**src/rtl/ext_rd_seq.sv**
```systemverilog
module ext_rd_seq #(
  parameter int AW = 21,
  parameter int CW = 2
) (
  input  logic          clk,
  input  logic          rst_n,
  input  logic          req,
  input  logic          req_io,
  input  logic          req_word,
  input  logic [AW-1:0] req_addr,
  input  logic [CW-1:0] cfg_wait,
  input  logic [CW-1:0] cfg_hold,
  input  logic          cfg_wide,
  input  logic          cfg_burst,
  input  logic          cfg_burst_wait,
  input  logic [CW-1:0] io_wait,
  input  logic [CW-1:0] io_hold,
  input  logic          io_wide,
  input  logic [15:0]   bus_din,
  output logic [AW-1:0] bus_addr,
  output logic          bus_zsel,
  output logic          bus_iosel,
  output logic          bus_rd,
  output logic          busy,
  output logic [15:0]   rd_data,
  output logic          rd_valid
);
  typedef enum logic [2:0] {
    S_IDLE, S_ADDR, S_WAIT, S_DAT1, S_BWAIT, S_DAT2, S_HOLD
  } st_t;

  st_t           st;
  logic [AW-1:0] a_q;
  logic [CW-1:0] cnt, wait_q, hold_q;
  logic          io_q, word_q, wide_q, bst_q, bw_q;
  logic [15:0]   data_q;
  logic          valid_q;

  wire [AW-1:0] nxt_addr = {a_q[AW-1], a_q[AW-2:0] + 1'b1};
  wire          take     = req && (st == S_IDLE);
  wire          sel_wide = req_io ? io_wide : cfg_wide;

  always_ff @(posedge clk) begin
    if (!rst_n) begin
      st      <= S_IDLE;
      a_q     <= '0;
      cnt     <= '0;
      wait_q  <= '0;
      hold_q  <= '0;
      io_q    <= 1'b0;
      word_q  <= 1'b0;
      wide_q  <= 1'b0;
      bst_q   <= 1'b0;
      bw_q    <= 1'b0;
      data_q  <= '0;
      valid_q <= 1'b0;
    end else begin
      valid_q <= 1'b0;
      case (st)
        S_IDLE: if (take) begin
          st     <= S_ADDR;
          a_q    <= req_addr;
          io_q   <= req_io;
          word_q <= req_word;
          wide_q <= sel_wide;
          wait_q <= req_io ? io_wait : cfg_wait;
          hold_q <= req_io ? io_hold : cfg_hold;
          bst_q  <= !req_io && !sel_wide && req_word && cfg_burst;
          bw_q   <= cfg_burst_wait;
        end
        S_ADDR: begin
          if (wait_q != '0) begin
            st  <= S_WAIT;
            cnt <= wait_q;
          end else begin
            st <= S_DAT1;
          end
        end
        S_WAIT: begin
          if (cnt == CW'(1)) st <= S_DAT1;
          else cnt <= cnt - 1'b1;
        end
        S_DAT1: begin
          data_q[7:0]  <= bus_din[7:0];
          data_q[15:8] <= (wide_q && word_q) ? bus_din[15:8] : 8'h00;
          if (bst_q) begin
            st <= bw_q ? S_BWAIT : S_DAT2;
          end else if (hold_q != '0) begin
            st  <= S_HOLD;
            cnt <= hold_q;
          end else begin
            st      <= S_IDLE;
            valid_q <= 1'b1;
          end
        end
        S_BWAIT: st <= S_DAT2;
        S_DAT2: begin
          data_q[15:8] <= bus_din[7:0];
          if (hold_q != '0) begin
            st  <= S_HOLD;
            cnt <= hold_q;
          end else begin
            st      <= S_IDLE;
            valid_q <= 1'b1;
          end
        end
        S_HOLD: begin
          if (cnt == CW'(1)) begin
            st      <= S_IDLE;
            valid_q <= 1'b1;
          end else begin
            cnt <= cnt - 1'b1;
          end
        end
        default: st <= S_IDLE;
      endcase
    end
  end

  assign bus_rd    = (st != S_IDLE) && (st != S_HOLD);
  assign bus_zsel  = bus_rd && !io_q;
  assign bus_iosel = bus_rd && io_q;
  assign bus_addr  = (st == S_BWAIT || st == S_DAT2) ? nxt_addr : a_q;
  assign busy      = (st != S_IDLE);
  assign rd_data   = data_q;
  assign rd_valid  = valid_q;
endmodule


```
**config.mk**
```make
export PLATFORM = sky130hd
export DESIGN_NAME = ext_rd_seq
export DESIGN_NICKNAME = d
export VERILOG_FILES = /design/src/rtl/ext_rd_seq.sv
export SDC_FILE = /design/constraint.sdc
export NUM_CORES = 1
export LEC_CHECK = 0
export BUFFER_PORTS_ARGS = -buffer_cell sky130_fd_sc_hd__buf_2
export CAP_MARGIN = 15
export CORE_MARGIN = 3
export CORE_UTILIZATION = 30
export DETAILED_ROUTE_END_ITERATION = 8
export MAX_ROUTING_LAYER = met4
export PLACE_DENSITY = 0.61
export SLEW_MARGIN = 20
export SYNTH_ARGS = -nofsm -noshare
export SYNTH_HDL_FRONTEND = slang
export SYNTH_SLANG_ARGS = --single-unit
```
**constraint.sdc**
```tcl
create_clock -name clk -period 1.55 [get_ports clk]
set_clock_uncertainty 0.15 [all_clocks]
set_input_delay 0.31 -clock clk [delete_from_list [all_inputs] [get_ports clk]]
set_output_delay 0.31 -clock clk [all_outputs]
set_load 0.02 [all_outputs]
```
Yosys cells after proc, flatten, opt, wreduce, memory -nomap -nowiden:

Cells that the tools add are included.

* bits of input ports: 54
* output and inout port bits: 42
* flip-flop bits (word level): 52
* logic and storage cells: 74

* add/sub/neg operators: 2
* reductions and logical operators: 22
* eq/ne operators: 14
* mux-type cells: 23

Operators with widths (number)
* 3-bit case mux with 7 select lines: 1
* 20-bit by 1-bit adder with 20-bit output (second input constant): 1
* 20-bit two-way mux: 1
* 8-bit case mux with 2 select lines: 1
* 3-bit two-way mux: 5
* 2-bit two-way mux: 6
* 2-bit != test (second input constant): 6
* 3-bit == test (second input constant): 3
* 1-bit logical AND: 8
* 8-bit two-way mux: 1
* 2-bit case mux with 4 select lines: 1
* 3-bit by 2-bit == test with 1-bit output (second input constant): 2
* 1-bit two-way mux: 6
* 2-bit nonzero test: 3
* 4-bit AND reduction: 1
* 4-bit nonzero test: 1
* 3-bit by 1-bit == test with 1-bit output (second input constant): 1
* 1-bit zero test: 3
* 3-bit zero test: 1
* 3-bit != test (second input constant): 1
* 1-bit case mux with 3 select lines: 1
* 3-bit AND reduction: 1
* 3-bit nonzero test: 1
* 2-bit by 1-bit == test with 1-bit output (second input constant): 1
* other kinds (4): 4

Longest topological paths before layout:

* depth in word-level cells: 5
* depth in mapped cells: 7
* gate-level depth less buffers: 6

Worst setup path after synthesis:

OpenSTA, ideal clock, no wires.

* path kind: register -> output
* start: reg a_q[0]
* end: out bus_addr[18]
* buffers on the path: 0
* arrival time: 1.544 ns
* required time: 1.090 ns
* path slack: -0.454 ns
* cell stages (with the launch flop): 6
* cell sequence: dfxtp_1 ha_1 and4b_4 nand4_1 nor3_2 xor2_1

* cells in the longest elaborated chain, start to end: 2

Ends and longest elaborated chain
* from (decl): line 33 `logic [AW-1:0] a_q;`
* from (signal assigned): line 62 `a_q <= req_addr;`
* 20-bit by 1-bit adder with 20-bit output: line 39 `wire [AW-1:0] nxt_addr = {a_q[AW-1], a_q[AW-2:0] + 1'b1};`
* 20-bit two-way mux: line 123 `assign bus_addr = (st == S_BWAIT || st == S_DAT2) ? nxt_addr : a_q;`
* to (decl): line 20 `output logic [AW-1:0] bus_addr,`

No other way between the ends.

Worst setup path in the final report:

Same ends and word-level chain as after synthesis.

==> summary.md <==
| Metric | Value |
|---|---|
| Antenna diodes | `0` |
| Setup TNS | `-21550 ps` |
| Mapped Nets | `409` |
| Hold Path Depth | `3` |
| Max_slew headroom | `79.6%` |
| Routed WL per cell | `16.1 um` |
| Iteration-0 DRC Markers | `84` |
| GRT overflow | `0` |
| Hold buffer count at CTS | `0` |
| Synthesized area | `2810 um^2` |
| Number of buffers created by CTS | `5` |
| Area occupied by registers | `1060 um^2` |
| Peak supply drop | `0.581 mV` |
| Max Cap Viol | `0` |
| Critical Path AT | `1730 ps` |
| Kind of end point of the critical path | `primary output` |
| Multi-input logic area | `2310 um^2` |
| Final ANT Viol Nets | `0` |
| NetSw | `2.90 mW` |
| Yosys warns | `0` |
| RSZ-0062 raised after global routing | `yes` |
| Clock sinks | `52` |
| Layout Nets | `561` |
| Share of cells above drive strength 1 | `62.5%` |
| Sequential power share | `25.2%` |
| Reg2reg end | `hold_q[1]$_SDFFE_PN0P_` |
| Post-synth cell types | `47` |
| Post-synthesis cell count | `353` |
| Clock Latency Late Sink | `310 ps` |
| Crit share post-route | `141%` |
| Power per Cell Area | `1430 nW/um^2` |
| Filler cells | `743` |
| Via count | `3061` |
| Initial antenna violation count | `0` |
| Status | `complete, but fails checks` |
| First-pass GRT wire length | `14100 um` |
| Core area | `8890 um^2` |
| # setup viols final | `58` |
| Startpoint types | `register` |
| Port-buffer cells | `95` |
| Pint | `4.30 mW` |
| Average cell area after synthesis | `7.95 um^2` |
| Max clock buf depth | `2` |
| Worst r2r src | `st[1]$_SDFFE_PN0P_` |
| RePlAce Congestion | `0.861` |
| Fmax | `457 MHz` |
| Worst reg2reg path depth | `10` |
| Largest net degree at the start of global routing | `52` |
| WL final | `9890 um` |
| Via density | `4.99` |
| Layout area overhead | `80.0%` |
| Hold Path Class | `input port to register` |
| Max-slew violation count | `0` |
| CP required | `1090 ps` |
| Worst-path clk slew | `100 ps` |
| Place WS | `-338 ps` |
| Vert. Die Dim | `103 um` |
| Vias in the first global route | `2935` |
| Worst Setup Path Type | `register to primary output` |
| Rows | `34` |
| Combinational share of power | `63.4%` |
| Ports | `96` |
| Seq/Total Area, Yosys | `37.1%` |
| Leakage power | `2.33 nW` |
| Final worst-path setup slack | `-640 ps` |
| HP Start | `req_addr[11]` |
| Clk pwr share | `11.5%` |
| DR pass1 iterations | `4` |
| Failing checks | `setup timing` |
| Slew @ Worst Pin | `307 ps` |
| Switching share of power | `40.3%` |
| Period minus WS final | `2190 ps` |
| Die Wd | `103 um` |
| Critical-path maximum fanout | `3` |
| Worst reg-to-reg setup slack | `-360 ps` |
| Htree depth | `2` |
| DR DRC count | `0` |
| Synth Register Bits | `52` |
| CTS tree | `done` |
| Final hold violation count | `0` |
| Total track usage | `17.4%` |
| Root Driver | `clkbuf_8` |
| Hold EP | `a_q[11]$_SDFFE_PN0P_` |
| Hpwl dp | `6080 um` |
| Initial Utilization | `31.6%` |
| Die Area | `10600 um^2` |
[synthesized netlist by cell type (all sizes together)]
| cell type | count | area share, % |
|---|---|---|
| mux2i | 7 | 2.5 |
| o211a | 2 | 0.71 |
| o21bai | 1 | 0.27 |
| o21ai | 3 | 0.53 |
| nor2b | 3 | 0.67 |
| a2bb2oi | 2 | 0.62 |
| clkinv | 1 | 0.13 |
| xor2 | 9 | 2.8 |
| and2 | 2 | 0.45 |
| nand2b | 10 | 2.2 |
| buf | 15 | 3.4 |
| a21oi | 51 | 9.1 |
| clkbuf | 10 | 1.3 |
| nand3b | 2 | 0.67 |
| and2b | 1 | 0.27 |
| mux2 | 1 | 0.40 |
| nand2 | 79 | 11 |
| a211oi | 10 | 2.7 |
| xnor2 | 11 | 3.4 |
| nor4 | 3 | 1.6 |
| a21bo | 1 | 0.36 |
| nand4 | 8 | 2.3 |
| and3 | 3 | 0.67 |
| nor2 | 20 | 2.8 |
| inv | 7 | 0.94 |
| nor3 | 5 | 1.6 |
| nor4bb | 1 | 0.36 |
| nor3b | 2 | 0.53 |
| nand3 | 14 | 2.9 |
| and4 | 2 | 0.71 |
| o22ai | 2 | 0.45 |
| dfxtp | 52 | 37 |
| ha | 2 | 0.89 |
| and4b | 1 | 0.49 |
| o2bb2ai | 1 | 0.31 |
| a221oi | 9 | 3.0 |
[layout make-up]
type	instances	area share (%)
timing repair buffer	170	28.1
multi-input combinational	268	45.7
sequential	52	21.1
tap	108	2.67
clock buffer	6	1.63
clock inverter	2	0.198
inverter	8	0.594
[layout by cell type, fill, tap and decap left out, types with 5 or more instances in the layout]
cell type	netlist	routed
a211oi_1	10	5
a211oi_2	0	5
a21oi_1	51	27
a21oi_2	0	24
a221oi_2	1	8
buf_12	0	7
buf_2	8	74
buf_4	6	52
buf_6	1	28
clkbuf_8	0	6
dfxtp_1	52	40
dfxtp_2	0	9
inv_1	7	5
mux2i_1	7	7
nand2_1	78	46
nand2_2	1	6
nand2_4	0	26
nand2b_1	10	9
nand3_1	13	11
nand4_1	7	7
nor2_1	19	13
xnor2_2	0	7
xor2_2	0	7
[kinds of logic (layout without fill, tap and decap cells)]
logic type / count (synthesis) / after routing / synth area share [%]
AOI/OAI and AO/OA: 82 / 82 / 18.1
xor gates and xnor gates: 20 / 20 / 6.24
adders and majority gates: 2 / 2 / 0.892
buffers and inverters: 33 / 186 / 5.84
DFF: 52 / 52 / 37.1
muxes: 8 / 8 / 2.90
and+or+nand+nor: 156 / 156 / 29.0
[worst max path at each step]
| stage | slack (ps) | start | cells after the start | endpoint |
|---|---|---|---|---|
| after global placement | -290 | st[1]$_SDFFE_PN0P_ | 5 | bus_addr[17] |
| after CTS | -640 | a_q[5]$_SDFFE_PN0P_ | 5 | bus_addr[16] |
| after global routing | -740 | st[1]$_SDFFE_PN0P_ | 6 | bus_addr[17] |
| after detailed placement | -340 | st[1]$_SDFFE_PN0P_ | 5 | bus_addr[19] |
| after floorplan | -290 | a_q[5]$_SDFFE_PN0P_ | 4 | bus_addr[16] |
| final | -640 | a_q[0]$_SDFFE_PN0P_ | 6 | bus_addr[18] |
[stage by stage]
stage          cell area [um^2]  power, mW  utilization (%)  cells  hold WS [ps]
6_report                   5050       7.20             56.8    614          74.2
4_1_cts                    4540       6.39             51.1    605          71.6
3_5_place_dp               3830       4.37             43.1    577           297
3_3_place_gp               3830       4.32             43.1    577           290
2_1_floorplan              2980       3.44                -    353           281
5_1_grt                    5050       7.59             56.8    614          69.0
[metal layers]
layer	GRT usage (%)	wire length [um]	vias up
met3	2.37	385	11
met4	4.74	168	0
met5	-	0	-
li1	-	-	1518
met1	21.2	4150	1453
met2	30.0	5190	79
[state kept, by name, indices dropped and copies added (netlist names)]
| name | cells |
|---|---|
| a_q | 21 |
| rd_data | 16 |
| st | 3 |
| cnt | 2 |
| hold_q | 2 |
| wait_q | 2 |
| bst_q | 1 |
| bw_q | 1 |
| io_q | 1 |
| rd_valid | 1 |
| wide_q | 1 |
| word_q | 1 |
[critical path: stages (launching register included)]
cell and delay (ps):
dfxtp_4 370, ha_4 130, and4b_4 280, nand4_1 120, nor3_2 230, xor2_2 160
buf_6 130
[what timing repair did]
item,4_1_cts,5_1_grt
pin swaps,30,46
gates resized for setup,95,110
buffers inserted,18,11
gates cloned,5,5
setup endpoints to repair,67,68
[power by group through the flow]
stage	Clock, mW	Combinational (mW)	Sequential [mW]
after floorplan	0	1.60	1.84
after global placement	0	2.55	1.77
after detailed placement	0	2.58	1.79
after CTS	0.836	3.78	1.78
after global routing	0.904	4.84	1.84
final	0.826	4.56	1.81
Power figures use the tool's default switching activity.
